--- config.mk ---
export PLATFORM = sky130hd
export DESIGN_NAME = tlbx_lookup
export DESIGN_NICKNAME = d
export VERILOG_FILES = /design/src/rtl/tlbx_pkg.sv /design/src/rtl/tlbx_ring_map.sv /design/src/rtl/tlbx_attr_decode.sv /design/src/rtl/tlbx_way.sv /design/src/rtl/tlbx_lookup.sv
export SDC_FILE = /design/constraint.sdc
export NUM_CORES = 1
export LEC_CHECK = 0
export ABC_AREA = 1
export CORE_MARGIN = 1.5
export CORE_UTILIZATION = 40
export CTS_CLUSTER_DIAMETER = 120
export DETAILED_ROUTE_END_ITERATION = 8
export PLACE_DENSITY_LB_ADDON = 0.12
export SYNTH_ARGS = -nofsm -noshare
export SYNTH_HDL_FRONTEND = slang
export SYNTH_SLANG_ARGS = --single-unit
--- constraint.sdc ---
create_clock -name clk -period 6.32 [get_ports clk]
set_clock_uncertainty 0.05 [all_clocks]
set_input_delay 1.264 -clock clk [delete_from_list [all_inputs] [get_ports clk]]
set_output_delay 1.264 -clock clk [all_outputs]
set_load 0.01 [all_outputs]
--- src/rtl/tlbx_pkg.sv ---
package tlbx_pkg;
  localparam int RING_CNT = 4;

  typedef enum logic [1:0] {ACC_LOAD = 2'd0, ACC_STORE = 2'd1, ACC_FETCH = 2'd2} acc_kind_e;
  typedef enum logic [2:0] {
    CM_NONE = 3'd0, CM_BYPASS = 3'd1, CM_WBACK = 3'd2, CM_WTHRU = 3'd3, CM_ISOLATE = 3'd4
  } cache_mode_e;

  typedef struct packed {
    logic        rd;
    logic        wr;
    logic        ex;
    cache_mode_e cm;
  } perm_t;

  localparam logic [4:0] C_I_MISS   = 5'd16;
  localparam logic [4:0] C_I_MULTI  = 5'd17;
  localparam logic [4:0] C_I_PRIV   = 5'd18;
  localparam logic [4:0] C_I_DENY   = 5'd20;
  localparam logic [4:0] C_D_MISS   = 5'd24;
  localparam logic [4:0] C_D_MULTI  = 5'd25;
  localparam logic [4:0] C_D_PRIV   = 5'd26;
  localparam logic [4:0] C_LD_DENY  = 5'd28;
  localparam logic [4:0] C_ST_DENY  = 5'd29;
endpackage

--- src/rtl/tlbx_ring_map.sv ---
module tlbx_ring_map #(
  parameter int N_RINGS = 4,
  parameter int ID_W    = 8,
  parameter int RING_W  = $clog2(N_RINGS)
) (
  input  logic [N_RINGS*ID_W-1:0] ring_ids,
  input  logic [ID_W-1:0]         asid,
  output logic                    found,
  output logic [RING_W-1:0]       ring
);
  // Scan from the top lane down so the lowest matching lane is the last to assign.
  always_comb begin
    found = 1'b0;
    ring  = '0;
    for (int i = N_RINGS - 1; i >= 0; i--) begin
      if (ring_ids[i*ID_W +: ID_W] == asid) begin
        found = 1'b1;
        ring  = RING_W'(i);
      end
    end
  end
endmodule

--- src/rtl/tlbx_attr_decode.sv ---
module tlbx_attr_decode
  import tlbx_pkg::*;
(
  input  logic [3:0] attr,
  output perm_t      perm
);
  always_comb begin
    perm = '0;
    if (attr < 4'd12) begin
      perm.rd = 1'b1;
      perm.ex = attr[0];
      perm.wr = attr[1];
      case (attr[3:2])
        2'd0:    perm.cm = CM_BYPASS;
        2'd1:    perm.cm = CM_WBACK;
        default: perm.cm = CM_WTHRU;
      endcase
    end else if (attr == 4'd13) begin
      perm.rd = 1'b1;
      perm.wr = 1'b1;
      perm.cm = CM_ISOLATE;
    end
  end
endmodule

--- src/rtl/tlbx_way.sv ---
module tlbx_way #(
  parameter int VA_W     = 32,
  parameter int IDX_W    = 2,
  parameter int ID_W     = 8,
  parameter int PG_SHIFT = 12,
  parameter int N_RINGS  = 4,
  parameter int RING_W   = $clog2(N_RINGS)
) (
  input  logic                    clk,
  input  logic                    rst_n,
  input  logic                    wr_en,
  input  logic [IDX_W-1:0]        wr_idx,
  input  logic [VA_W-1:0]         wr_vpage,
  input  logic [VA_W-1:0]         wr_ppage,
  input  logic [ID_W-1:0]         wr_asid,
  input  logic [3:0]              wr_attr,
  input  logic [VA_W-1:0]         lk_vaddr,
  input  logic [N_RINGS*ID_W-1:0] ring_ids,
  output logic                    hit,
  output logic [RING_W-1:0]       ring,
  output logic [VA_W-1:0]         paddr,
  output logic [3:0]              attr
);
  localparam int ENT_N = 1 << IDX_W;
  localparam logic [VA_W-1:0] OFS_MASK = {VA_W{1'b1}} >> (VA_W - PG_SHIFT);

  logic [VA_W-1:0] vpg_q  [ENT_N];
  logic [VA_W-1:0] ppg_q  [ENT_N];
  logic [ID_W-1:0] asid_q [ENT_N];
  logic [3:0]      attr_q [ENT_N];

  always_ff @(posedge clk or negedge rst_n) begin
    if (!rst_n) begin
      for (int e = 0; e < ENT_N; e++) begin
        vpg_q[e]  <= '0;
        ppg_q[e]  <= '0;
        asid_q[e] <= '0;
        attr_q[e] <= '0;
      end
    end else if (wr_en) begin
      vpg_q[wr_idx]  <= wr_vpage & ~OFS_MASK;
      ppg_q[wr_idx]  <= wr_ppage & ~OFS_MASK;
      asid_q[wr_idx] <= wr_asid;
      attr_q[wr_idx] <= wr_attr;
    end
  end

  logic [IDX_W-1:0] sel;
  logic             id_known;
  logic             page_eq;

  assign sel     = lk_vaddr[PG_SHIFT +: IDX_W];
  assign page_eq = (vpg_q[sel] == (lk_vaddr & ~OFS_MASK));

  tlbx_ring_map #(.N_RINGS(N_RINGS), .ID_W(ID_W), .RING_W(RING_W)) u_ring (
    .ring_ids (ring_ids),
    .asid     (asid_q[sel]),
    .found    (id_known),
    .ring     (ring)
  );

  assign hit   = page_eq && (asid_q[sel] != '0) && id_known;
  assign paddr = ppg_q[sel] | (lk_vaddr & OFS_MASK);
  assign attr  = attr_q[sel];

  // an invalid (zero) identifier never produces a hit
  p_zero_id_no_hit_r2: assert property (@(posedge clk) disable iff (!rst_n)
    (asid_q[sel] == '0) |-> !hit);
endmodule

--- src/rtl/tlbx_lookup.sv ---
module tlbx_lookup
  import tlbx_pkg::*;
#(
  parameter int VA_W        = 32,
  parameter int N_WAYS      = 4,
  parameter int IDX_W       = 2,
  parameter int ID_W        = 8,
  parameter int BASE_SHIFT  = 12,
  parameter int SHIFT_STEP  = 2,
  parameter int WAY_W       = $clog2(N_WAYS),
  parameter int RING_W      = $clog2(RING_CNT)
) (
  input  logic                     clk,
  input  logic                     rst_n,
  input  logic                     wr_en,
  input  logic [WAY_W-1:0]         wr_way,
  input  logic [IDX_W-1:0]         wr_idx,
  input  logic [VA_W-1:0]          wr_vpage,
  input  logic [VA_W-1:0]          wr_ppage,
  input  logic [ID_W-1:0]          wr_asid,
  input  logic [3:0]               wr_attr,
  input  logic                     lk_valid,
  input  logic [VA_W-1:0]          lk_vaddr,
  input  logic [1:0]               lk_kind,
  input  logic [RING_W-1:0]        lk_priv,
  input  logic [RING_CNT*ID_W-1:0] ring_ids,
  output logic                     res_valid,
  output logic                     res_ok,
  output logic [4:0]               res_cause,
  output logic [VA_W-1:0]          res_paddr,
  output logic                     res_read,
  output logic                     res_write,
  output logic                     res_exec,
  output logic [2:0]               res_cache,
  output logic [RING_W-1:0]        res_ring
);
  localparam int CNT_W = $clog2(N_WAYS + 1);

  logic [N_WAYS-1:0] hit_vec;
  logic [RING_W-1:0] way_ring  [N_WAYS];
  logic [VA_W-1:0]   way_paddr [N_WAYS];
  logic [3:0]        way_attr  [N_WAYS];

  for (genvar w = 0; w < N_WAYS; w++) begin : g_way
    tlbx_way #(
      .VA_W(VA_W), .IDX_W(IDX_W), .ID_W(ID_W),
      .PG_SHIFT(BASE_SHIFT + w * SHIFT_STEP), .N_RINGS(RING_CNT), .RING_W(RING_W)
    ) u_way (
      .clk      (clk),
      .rst_n    (rst_n),
      .wr_en    (wr_en && (wr_way == WAY_W'(w))),
      .wr_idx   (wr_idx),
      .wr_vpage (wr_vpage),
      .wr_ppage (wr_ppage),
      .wr_asid  (wr_asid),
      .wr_attr  (wr_attr),
      .lk_vaddr (lk_vaddr),
      .ring_ids (ring_ids),
      .hit      (hit_vec[w]),
      .ring     (way_ring[w]),
      .paddr    (way_paddr[w]),
      .attr     (way_attr[w])
    );
  end

  logic [CNT_W-1:0]  hit_cnt;
  logic [RING_W-1:0] sel_ring;
  logic [VA_W-1:0]   sel_paddr;
  logic [3:0]        sel_attr;

  always_comb begin
    hit_cnt   = '0;
    sel_ring  = '0;
    sel_paddr = '0;
    sel_attr  = '0;
    for (int w = 0; w < N_WAYS; w++) begin
      hit_cnt = hit_cnt + CNT_W'(hit_vec[w]);
      if (hit_vec[w]) begin
        sel_ring  = sel_ring  | way_ring[w];
        sel_paddr = sel_paddr | way_paddr[w];
        sel_attr  = sel_attr  | way_attr[w];
      end
    end
  end

  perm_t raw_perm, eff_perm;
  tlbx_attr_decode u_attr (.attr(sel_attr), .perm(raw_perm));

  logic is_fetch, granted;
  always_comb begin
    is_fetch = (lk_kind == ACC_FETCH);
    eff_perm = raw_perm;
    if (is_fetch) begin
      eff_perm.rd = 1'b0;
      eff_perm.wr = 1'b0;
    end else begin
      eff_perm.ex = 1'b0;
    end
    case (lk_kind)
      ACC_LOAD:  granted = eff_perm.rd;
      ACC_STORE: granted = eff_perm.wr;
      ACC_FETCH: granted = eff_perm.ex;
      default:   granted = 1'b0;
    endcase
  end

  // Next-state of the result stage
  logic              nx_ok;
  logic [4:0]        nx_cause;
  logic [VA_W-1:0]   nx_paddr;
  perm_t             nx_perm;
  logic [RING_W-1:0] nx_ring;

  always_comb begin
    nx_ok    = 1'b0;
    nx_cause = '0;
    nx_paddr = '0;
    nx_perm  = '0;
    nx_ring  = '0;
    if (hit_cnt == '0) begin
      nx_cause = is_fetch ? C_I_MISS : C_D_MISS;
    end else if (hit_cnt > CNT_W'(1)) begin
      nx_cause = is_fetch ? C_I_MULTI : C_D_MULTI;
    end else if (sel_ring < lk_priv) begin
      nx_cause = is_fetch ? C_I_PRIV : C_D_PRIV;
    end else if (!granted) begin
      nx_cause = is_fetch ? C_I_DENY : ((lk_kind == ACC_STORE) ? C_ST_DENY : C_LD_DENY);
    end else begin
      nx_ok    = 1'b1;
      nx_paddr = sel_paddr;
      nx_perm  = eff_perm;
      nx_ring  = sel_ring;
    end
  end

  always_ff @(posedge clk or negedge rst_n) begin
    if (!rst_n) begin
      res_valid <= 1'b0;
      res_ok    <= 1'b0;
      res_cause <= '0;
      res_paddr <= '0;
      res_read  <= 1'b0;
      res_write <= 1'b0;
      res_exec  <= 1'b0;
      res_cache <= '0;
      res_ring  <= '0;
    end else begin
      res_valid <= lk_valid;
      if (lk_valid) begin
        res_ok    <= nx_ok;
        res_cause <= nx_cause;
        res_paddr <= nx_paddr;
        res_read  <= nx_perm.rd;
        res_write <= nx_perm.wr;
        res_exec  <= nx_perm.ex;
        res_cache <= nx_perm.cm;
        res_ring  <= nx_ring;
      end
    end
  end

  // only a single hit can lead to success
  p_single_hit_needed_r3: assert property (@(posedge clk) disable iff (!rst_n)
    (lk_valid && hit_cnt != CNT_W'(1)) |=> (res_valid && !res_ok));
  // a ring below the privilege index never succeeds
  p_low_ring_fails_r4: assert property (@(posedge clk) disable iff (!rst_n)
    (lk_valid && hit_cnt == CNT_W'(1) && sel_ring < lk_priv) |=> !res_ok);
  // data accesses never report execute rights
  p_data_no_exec_r7: assert property (@(posedge clk) disable iff (!rst_n)
    (lk_valid && lk_kind != ACC_FETCH) |=> !res_exec);
  // fetches never report read or write rights
  p_fetch_no_rw_r7: assert property (@(posedge clk) disable iff (!rst_n)
    (lk_valid && lk_kind == ACC_FETCH) |=> (!res_read && !res_write));
  // result valid follows lookup by one cycle
  p_valid_follows_r9: assert property (@(posedge clk) disable iff (!rst_n)
    lk_valid |=> res_valid);
  // a failed result carries no translation
  p_fault_blank_r9: assert property (@(posedge clk) disable iff (!rst_n)
    (res_valid && !res_ok) |-> (res_paddr == '0 && !res_read && !res_write && !res_exec
                               && res_cache == '0 && res_cause != '0));
endmodule

==> results.md, run 1 <==
Critical path:
- The critical path is of the primary input to register type.
- The arrival time of data at the critical path endpoint is 5.93 ns.
- The depth of the worst register-to-register path is 23.
- The kind of end point of the critical path is a register.
- The required time of the worst setup path is 6.87 ns.
- The worst setup path is launched from a primary input.
- The maximum fanout count along the critical path is 45.
- In this run the critical register-to-register path is captured at res_paddr[12]$_DFFE_PN0P_.
- The startpoint of the worst register-to-register path is g_way[3].u_way.asid_q[26]$_DFFE_PN0P_.
- The worst register-to-register path has a setup slack of 1.81 ns.

STA:
- The count of pins over their slew limit is 0.
- Setup repair after global routing left no endpoint under its margin.
- Hold is met by ~0.43 ns.
- The worst path in the final design needs a cycle of 5.38 ns, including I/O delays and setup.
- The max-slew headroom at the worst pin is 26.7%.
- Static timing analysis puts the maximum clock frequency at 186 MHz.
- The final critical path takes up between 80% and 90% of the cycle.
- Once routing completed, OpenROAD measured the worst setup slack at between 0.9 and 1 ns.
- The final number of hold-violating endpoints was 0.
- The final setup violation count is 0.
- In the final timing run, aggregate negative setup slack is 0 ns.
- At the pin with the least slew margin, the transition time is ~1.1 ns.

Run:
- Across the run, the number of max-cap violations was 0.

Finish:
- The multi-input combinational cells in the finished layout cover a total of 16500 µm².
- Once layout is complete, the utilization of the core stands at a little under half.
- The area growth from synthesis to layout is 15.7%.
- After the last flow step, the layout net total stands at around 5200.
- The number of standard cells in the final layout excluding fillers is roughly 6400.
- Summing all flip-flop and latch instances after layout gives 19600 µm².
- The total of fill cells in the finished design is 9600.
- The number of diodes is 0.
- The post-route netlist has 6.17% of its cells at a drive strength greater than 1.

Detailed routing:
- In the final routed layout, each cell accounts on average for ~21 µm.
- The count of nets left with antenna violations once routing finished came out at 0.
- After detailed routing, the number of remaining DRC violations is 0.
- For this block, the routed nets add up to 134000 µm of wire.
- For this block, the initial DRC count from the detailed router was 3620.
- The first-pass iteration count of the detailed router is 6.
- The count of vias placed by the detailed router is 34200.
- Dividing the detail-routed via count by the number of cells gives ~5.4.

Die:
- Row generation in the floorplan step produced 113 rows.
- Measured along the x axis, the die boundary spans 312 µm.
- The floorplan step set the die height to roughly 310 µm.
- The die covers 97400 µm².
- 199 I/O pins were placed.
- The initial utilization of the core area, before any placement, comes to 40.3%.
- The core area is between 90000 and 100000 µm².

Yosys:
- After synthesis, flip-flops and latches occupy 51.3% of the total area.
- The number of storage elements in the synthesis netlist is a little under 800.
- The synthesized netlist occupies a cell area of 38200 µm².
- Counting every instance in the synthesized netlist gives 5023.
- For this run, the number of Yosys warnings is 0.
- Averaged over all synthesized cells, the footprint is approximately 7.6 µm².
- Counting distinct cell types in the post-synthesis netlist gives 33.
- The post-synth net total is 5182.

Clock tree:
- The tree built by TritonCTS fans out to 783 sinks.
- After clock tree synthesis, the clock-pin slew on the worst setup and hold paths is roughly 0.060 ns.
- In this run the number of H-tree levels came out at 3.
- The clock tree from TritonCTS is yes.
- The quantity of hold-fixing buffers added after cts is 0.
- Post-CTS timing repair inserted 0 buffers for setup.
- The buffer cell driving the clock tree root is sky130_fd_sc_hd__clkbuf_16.
- Gates resized during post-CTS repair numbered 0.
- The later pin in the worst-skew pair is clocked with a latency of 0.67 ns.
- In this run the deepest clock path goes through 3 buffers.
- The TritonCTS buffer count is between 90 and 100.

Worst hold path:
- The worst hold path stage count is 2.
- The worst hold path begins at g_way[0].u_way.ppg_q[57]$_DFFE_PN0P_.
- For hold timing, the worst endpoint is g_way[0].u_way.ppg_q[57]$_DFFE_PN0P_.
- The class of the worst hold path is register to register.

Run status:
- The run finished with clean final reports.

Placement:
- Including well taps, the total number of placed cells is 6217.
- The count of buffers added on input and output ports is 174.
- Before CTS, the worst setup slack after placement is 0.367 ns.
- The estimated wirelength of the detail-placed design is 83700 µm.
- The routability congestion estimate is ~0.96.

Power and ir drop:
- The maximum vdd drop is approximately 0.21 mV.
- The leakage power total is roughly 0.021 µW.
- The power density of the placed cells is 330 nW/µm².

GRT:
- The number of antenna violations at the first check in global routing was 2.
- The global-route congestion overflow total is 0.
- The via count of the first global-routing pass is 32000.
- Global routing used 27.3% of the available tracks across all layers.
- Entering global routing, the biggest net connects 152 pins.
- The first global-routing pass estimated 204000 µm of wire.
==> per-layer routing <==
layer	part of all wire, %	wire length, µm	GRT usage, %
met1	46	61700	39.6
met2	46	60900	43.6
met3	5.8	7730	3.08
met4	2.5	3400	7.03
met5	0	0	0
==> synthesized netlist by cell type, drive strengths merged <==
cell	number	share of area (%)
a21oi	191	2.5
a221o	5	0.13
a32o	6	0.16
a32oi	2	0.046
and3	2	0.033
buf	95	1.5
clkbuf	237	2.3
dfrtp	783	51
fa	1	0.052
ha	6	0.20
inv	203	2.0
nand2	1755	17
nand3	439	6.2
nand3b	6	0.12
nand4	14	0.23
nor2	417	4.1
nor3	6	0.079
nor3b	1	0.020
o2111ai	16	0.37
o21ai	764	10
o221ai	2	0.046
o22ai	57	0.93
xor2	15	0.34
==> layout by cell type (no fill, tap or decap), types with 7 or more instances in the layout <==
cell type / synthesis / final
sky130_fd_sc_hd__nand3_1: 405 / 400
sky130_fd_sc_hd__buf_12: 0 / 15
sky130_fd_sc_hd__nand4_1: 14 / 14
sky130_fd_sc_hd__clkinv_2: 0 / 21
sky130_fd_sc_hd__clkbuf_16: 0 / 93
sky130_fd_sc_hd__nand2_1: 1749 / 1742
sky130_fd_sc_hd__o21ai_0: 759 / 759
sky130_fd_sc_hd__buf_4: 22 / 76
sky130_fd_sc_hd__inv_2: 9 / 7
sky130_fd_sc_hd__nor2_1: 415 / 412
sky130_fd_sc_hd__a21oi_1: 191 / 191
sky130_fd_sc_hd__dfrtp_1: 783 / 783
sky130_fd_sc_hd__nand3_2: 34 / 34
sky130_fd_sc_hd__xor2_1: 15 / 15
sky130_fd_sc_hd__clkbuf_8: 0 / 19
sky130_fd_sc_hd__o22ai_1: 57 / 57
sky130_fd_sc_hd__nand2_4: 0 / 7
sky130_fd_sc_hd__clkdlybuf4s50_1: 0 / 165
sky130_fd_sc_hd__clkbuf_1: 235 / 18
sky130_fd_sc_hd__bufinv_16: 0 / 9
sky130_fd_sc_hd__inv_1: 194 / 193
sky130_fd_sc_hd__o2111ai_1: 16 / 16
==> logic make-up after synthesis <==
| kind of cell | Yosys count | share of synthesized area, % |
|---|---|---|
| AOI/OAI and AO/OA | 1043 | 14.2 |
| xor gates and xnor gates | 15 | 0.344 |
| adders and majority gates | 7 | 0.249 |
| buffers and inverters | 535 | 5.87 |
| DFF | 783 | 51.3 |
| and+or+nand+nor | 2640 | 28.1 |
==> registers in the layout, indices dropped and copies added, names as in the netlist, 2 cells and up <==
signal	flops
res_paddr	32
res_cache	3
g_way.u_way.attr_q	64
res_ring	2
g_way.u_way.vpg_q	272
res_cause	5
g_way.u_way.asid_q	128
g_way.u_way.ppg_q	272
==> power by group <==
group | switching, µW | total (µW) | internal [µW]
Clock | 2250 | 5560 | 3310
Sequential | 495 | 6510 | 6020
Combinational | 1590 | 2500 | 906
Total | 4340 | 14600 | 10200
==> cell type report <==
cell class              count  share of cell area (%)
flip-flops and latches    783                    44.3
clock buffers             130                    6.01
inverters                 203                    1.74
multi-input cells        3705                    37.4
repair buffers            261                    5.79
well taps                1265                    3.58
clock inverters            39                    1.17
==> worst max-delay path, cell delays in order <==
cell	delay, ns
sky130_fd_sc_hd__buf_4	0.13
sky130_fd_sc_hd__buf_4	0.54
sky130_fd_sc_hd__nand2_1	0.11
sky130_fd_sc_hd__nand3_1	0.22
sky130_fd_sc_hd__nand2_1	0.21
sky130_fd_sc_hd__xor2_1	0.19
sky130_fd_sc_hd__nand3_1	0.13
sky130_fd_sc_hd__nor2_1	0.05
sky130_fd_sc_hd__nor2_1	0.33
sky130_fd_sc_hd__nand2_1	0.28
sky130_fd_sc_hd__nand2_1	0.18
sky130_fd_sc_hd__inv_1	0.07
sky130_fd_sc_hd__fa_1	0.51
sky130_fd_sc_hd__ha_1	0.17
sky130_fd_sc_hd__inv_1	0.05
sky130_fd_sc_hd__ha_1	0.27
sky130_fd_sc_hd__nor3_1	0.07
sky130_fd_sc_hd__nor2_1	0.12
sky130_fd_sc_hd__nand2_1	0.14
sky130_fd_sc_hd__nor2_4	0.42
sky130_fd_sc_hd__buf_12	0.25
sky130_fd_sc_hd__nand3_1	0.10
sky130_fd_sc_hd__nand2_1	0.07
==> worst max-delay path by stage <==
stage	start	end	slack (ns)	cells past startpoint
finish	lk_vaddr[14]	res_paddr[12]$_DFFE_PN0P_	0.94	23
global route	lk_vaddr[14]	res_paddr[12]$_DFFE_PN0P_	0.59	23
CTS	lk_vaddr[14]	res_paddr[12]$_DFFE_PN0P_	1.05	24
detailed placement	lk_vaddr[14]	res_paddr[12]$_DFFE_PN0P_	0.37	24
global placement	lk_vaddr[14]	res_paddr[18]$_DFFE_PN0P_	0.40	24
floorplan	lk_vaddr[19]	res_paddr[18]$_DFFE_PN0P_	1.92	24
==> through the flow <==
stage          instance area, µm²  total power [µW]
5_1_grt                     44200             15400
3_3_place_gp                41000              9000
2_1_floorplan               38200              8190
6_report                    44200             14600
4_1_cts                     44200             14700
3_5_place_dp                41000              9070
Note: power is estimated with default switching activity, not from simulation.
==> run 2, diff against run 1 <==
--- a/config.mk
+++ b/config.mk
@@ -11,6 +11,7 @@
 export CTS_CLUSTER_DIAMETER = 120
 export DETAILED_ROUTE_END_ITERATION = 8
 export PLACE_DENSITY_LB_ADDON = 0.12
+export SLEW_MARGIN = 40
 export SYNTH_ARGS = -nofsm -noshare
 export SYNTH_HDL_FRONTEND = slang
 export SYNTH_SLANG_ARGS = --single-unit
==> results.md, run 2 (synthesis results as in run 1) <==
Placement:
- The count of port buffers added during placement is 174 (unchanged).
- The estimated wirelength of the detail-placed design is 84200 µm (was 83700 µm).
- The number of placed instances with taps included is 6219 (was 6217).
- The routability congestion estimate is 0.961 (unchanged).

Clock tree:
- The quantity of hold-fixing buffers added after cts came to 0 (unchanged).
- The clock transition time at the flip-flop clock pins of the worst setup and hold paths came to 0.06 ns (about the same).
- The H-tree depth is 3 (unchanged).
- The maximum buffer depth of the clock tree came to 3 (unchanged).
- The clock sink count is 783 (unchanged).
- The clock tree from TritonCTS is yes (unchanged).
- The quantity of gates resized following cts is 0 (unchanged).
- The buffer cell driving the clock tree root is sky130_fd_sc_hd__clkbuf_16 (unchanged).
- The TritonCTS buffer count is 91 (was 92).
- The insertion delay to the later sink of the worst-skew pair was 0.67 ns (about the same).
- The total setup buffers inserted after CTS is 0 (unchanged).

Finish:
- The number of diodes is 0 (unchanged).
- The most frequent standard cell in the layout excluding fill and tap cells is sky130_fd_sc_hd__nand2_1 (unchanged).
- The total of fill cells in the finished design is 9552 (was 9600).
- The number of standard cells in the final layout excluding fillers is 6383 (was 6386).
- The proportion of layout cells with a drive suffix above 1 was 6.19% (was 6.17%).
- The area growth from synthesis to layout is 15.9% (was 15.7%).
- Top library cells by usage in the layout, fill and taps aside: sky130_fd_sc_hd__nand2_1 (1742), sky130_fd_sc_hd__dfrtp_1 (783), sky130_fd_sc_hd__o21ai_0 (759), sky130_fd_sc_hd__nor2_1 (410), sky130_fd_sc_hd__nand3_1 (400) (was sky130_fd_sc_hd__nand2_1 (1742), sky130_fd_sc_hd__dfrtp_1 (783), sky130_fd_sc_hd__o21ai_0 (759), sky130_fd_sc_hd__nor2_1 (412), sky130_fd_sc_hd__nand3_1 (400)).
- Registers with the most flip-flops: g_way.u_way.ppg_q: 272 flops, g_way.u_way.vpg_q: 272 flops, g_way.u_way.asid_q: 128 flops (unchanged).
- The utilization after layout is 46.7% (was 46.6%).
- The number of nets in the layout was 5211 (was 5205).

Die:
- The area enclosed by the die boundary came to 97400 µm² (unchanged).
- The placement row count is 113 (unchanged).
- The horizontal die dimension is 312 µm (unchanged).
- The core area is 94900 µm² (unchanged).
- The y dimension of the die is 312 µm (unchanged).
- The number of top-level design ports is 199 (unchanged).
- The effective utilization at floorplan is 40.3% (unchanged).

Critical path:
- The startpoint of the worst register-to-register path is g_way[3].u_way.asid_q[25]$_DFFE_PN0P_ (was g_way[3].u_way.asid_q[26]$_DFFE_PN0P_).
- The slowest cell on the critical path is sky130_fd_sc_hd__fa_1 (was sky130_fd_sc_hd__buf_4).
- The kind of critical path was primary input to register (unchanged).
- The type of origin of the critical path is a primary input (unchanged).
- The setup slack of the most critical reg-to-reg path is 1.71 ns (was 1.81 ns).
- The termination of the worst setup path is res_paddr[12]$_DFFE_PN0P_ (unchanged).
- Critical path cell sequence: buf_4 -> inv_2 -> nand2_1 -> nand3_1 -> nand2_1 -> nand2_1 -> a21oi_1 -> nand2_1 -> nor2_1 -> nor2_1 -> nand2_1 -> nand2_1 -> inv_1 -> fa_1 -> ha_1 -> inv_1 -> ha_1 -> nor3_1 -> nor2_1 -> nand2_1 -> nor2_4 -> buf_12 -> nand3_1 -> nand2_1 (was buf_4 -> buf_4 -> nand2_1 -> nand3_1 -> nand2_1 -> xor2_1 -> nand3_1 -> nor2_1 -> nor2_1 -> nand2_1 -> nand2_1 -> inv_1 -> fa_1 -> ha_1 -> inv_1 -> ha_1 -> nor3_1 -> nor2_1 -> nand2_1 -> nor2_4 -> buf_12 -> nand3_1 -> nand2_1).
- The maximum fanout count along the critical path came to 19 (was 45).
- The kind of end point of the critical path is a register (unchanged).
- The worst flop-to-flop path endpoint was res_paddr[12]$_DFFE_PN0P_ (unchanged).
- The peak per-stage delay on the critical path is 0.54 ns (about the same).
- The depth of the worst register-to-register path is 23 (unchanged).
- The cell repeated most along the worst path is sky130_fd_sc_hd__nand2_1 (unchanged).
- The required time of the worst setup path is 6.87 ns (about the same).
- The startpoint of the most critical setup path is lk_vaddr[18] (was lk_vaddr[14]).
- The arrival time of data at the critical path endpoint is 5.95 ns (was 5.93 ns).

STA:
- The setup TNS is 0 ns (unchanged).
- The achievable clock frequency is 185 MHz (was 186 MHz).
- The final number of hold-violating endpoints is 0 (unchanged).
- The final setup violation count is 0 (unchanged).
- RSZ-0062 raised after global routing: false (unchanged).
- The max-slew headroom at the worst pin is 44.8% (was 26.7%).
- The transition time of the tightest slew-check pin is 0.828 ns (was 1.10 ns).
- The post-route minimum period is 5.39 ns (was 5.38 ns).
- The post-route clock period utilization is 85.3% (was 85.2%).
- The count of pins over their slew limit came to 0 (unchanged).

GRT:
- The via count of the first global-routing pass is 31900 (was 32000).
- The pin count of the biggest net entering global routing was 152 (unchanged).
- The total global routing track utilization is 27.4% (was 27.3%).
- The wire length of the first global-routing pass is 204000 µm (about the same).
- The global-route congestion overflow total is 0 (unchanged).
- The number of antenna violations at the first check in global routing is 2 (unchanged).

Detailed routing:
- The average via count per standard cell is 5.35 (was 5.36).
- The post-detailed-route wirelength per cell is 21.0 µm (was 20.9 µm).
- The number of routed nets with antenna violations is 0 (unchanged).
- The count of vias placed by the detailed router is 34200 (about the same).
- The final wirelength is 134000 µm (about the same).
- The first-pass iteration count of the detailed router is 6 (unchanged).
- The starting DRC count in detailed routing is 3412 (was 3620).
- The count of unresolved DRC violations after routing is 0 (unchanged).

Run:
- The number of maximum-capacitance violations is 0 (unchanged).

Power and ir drop:
- The power density of the placed cells came to 326 nW/µm² (was 330 nW/µm²).
- The maximum vdd drop is 0.220 mV (was 0.210 mV).
- The leakage power total is 0.0211 µW (was 0.0212 µW).

Worst hold path:
- The class of the worst hold path is primary input to asynchronous set/reset pin (was register to register).

Run status:
- Result of the run: finished clean (unchanged).
## run 2: cell types whose count changed in the layout (fill, tap and decap cells not counted), moves of 2 or more
cell                         before  now
sky130_fd_sc_hd__clkbuf_8        19   16
sky130_fd_sc_hd__buf_4           76   73
sky130_fd_sc_hd__nand2_4          7    2
sky130_fd_sc_hd__inv_1          193  191
sky130_fd_sc_hd__clkinv_2        21   19
sky130_fd_sc_hd__buf_12          15   17
sky130_fd_sc_hd__nor2_1         412  410
sky130_fd_sc_hd__nand2_8          0    5
sky130_fd_sc_hd__buf_6            0    3
sky130_fd_sc_hd__clkinvlp_4       4    2
sky130_fd_sc_hd__inv_16           2    0
sky130_fd_sc_hd__buf_16           0    5
sky130_fd_sc_hd__nor2_2           1    3
## run 2: layout make-up
type / count / area (µm²) / area share [%]
well taps: 1265 / 1580 / 3.57
clock buffers: 126 / 2590 / 5.84
inverters: 203 / 769 / 1.74
multi-input cells: 3705 / 16600 / 37.4
repair buffers: 268 / 2750 / 6.20
flip-flops and latches: 783 / 19600 / 44.2
clock inverters: 33 / 450 / 1.02
## run 2: worst max-delay path, delay by kind of cell
kind | cells | cell delay [ns]
AO/OA/AOI/OAI | 1 | 0.08
adder cells (fa/ha/maj) | 3 | 0.98
buffers and inverters | 5 | 1.00
AND/OR/NAND/NOR | 15 | 2.57
## run 2: through the flow
step,instance area [µm²],worst slack (ns),hold slack [ns],power [µW]
6_report,44300,0.927,0.423,14400
2_1_floorplan,38200,1.92,0.398,8190
4_1_cts,44200,1.06,0.432,14500
3_3_place_gp,41000,0.396,0.411,9000
5_1_grt,44300,0.622,0.415,15200
3_5_place_dp,41100,0.382,0.416,9070
## run 2: per-layer routing
layer | up-vias | GRT usage, % | part of all wire [%]
met5 | - | 0 | 0.010
met4 | 2 | 7.59 | 2.7
met3 | 202 | 3.35 | 5.0
met2 | 999 | 43.5 | 45
met1 | 16600 | 39.4 | 47
li1 | 16400 | - | -
## run 2: worst min-delay path by stage
stage	from	endpoint	slack (ns)	cells after the start
final	rst_n	g_way[0].u_way.ppg_q[12]$_DFFE_PN0P_	0.42	1
after global routing	rst_n	g_way[0].u_way.ppg_q[12]$_DFFE_PN0P_	0.41	1
after CTS	g_way[0].u_way.ppg_q[95]$_DFFE_PN0P_	g_way[0].u_way.ppg_q[95]$_DFFE_PN0P_	0.43	2
after detailed placement	res_paddr[31]$_DFFE_PN0P_	res_paddr[31]$_DFFE_PN0P_	0.42	2
after global placement	g_way[1].u_way.ppg_q[82]$_DFFE_PN0P_	g_way[1].u_way.ppg_q[82]$_DFFE_PN0P_	0.41	2
after floorplan	g_way[0].u_way.attr_q[4]$_DFFE_PN0P_	g_way[0].u_way.attr_q[4]$_DFFE_PN0P_	0.40	2
## run 2: where the power goes
part / switching, µW / internal, µW
Clock: 2190 / 3220
Sequential: 492 / 6010
Combinational: 1600 / 917
Total: 4290 / 10200
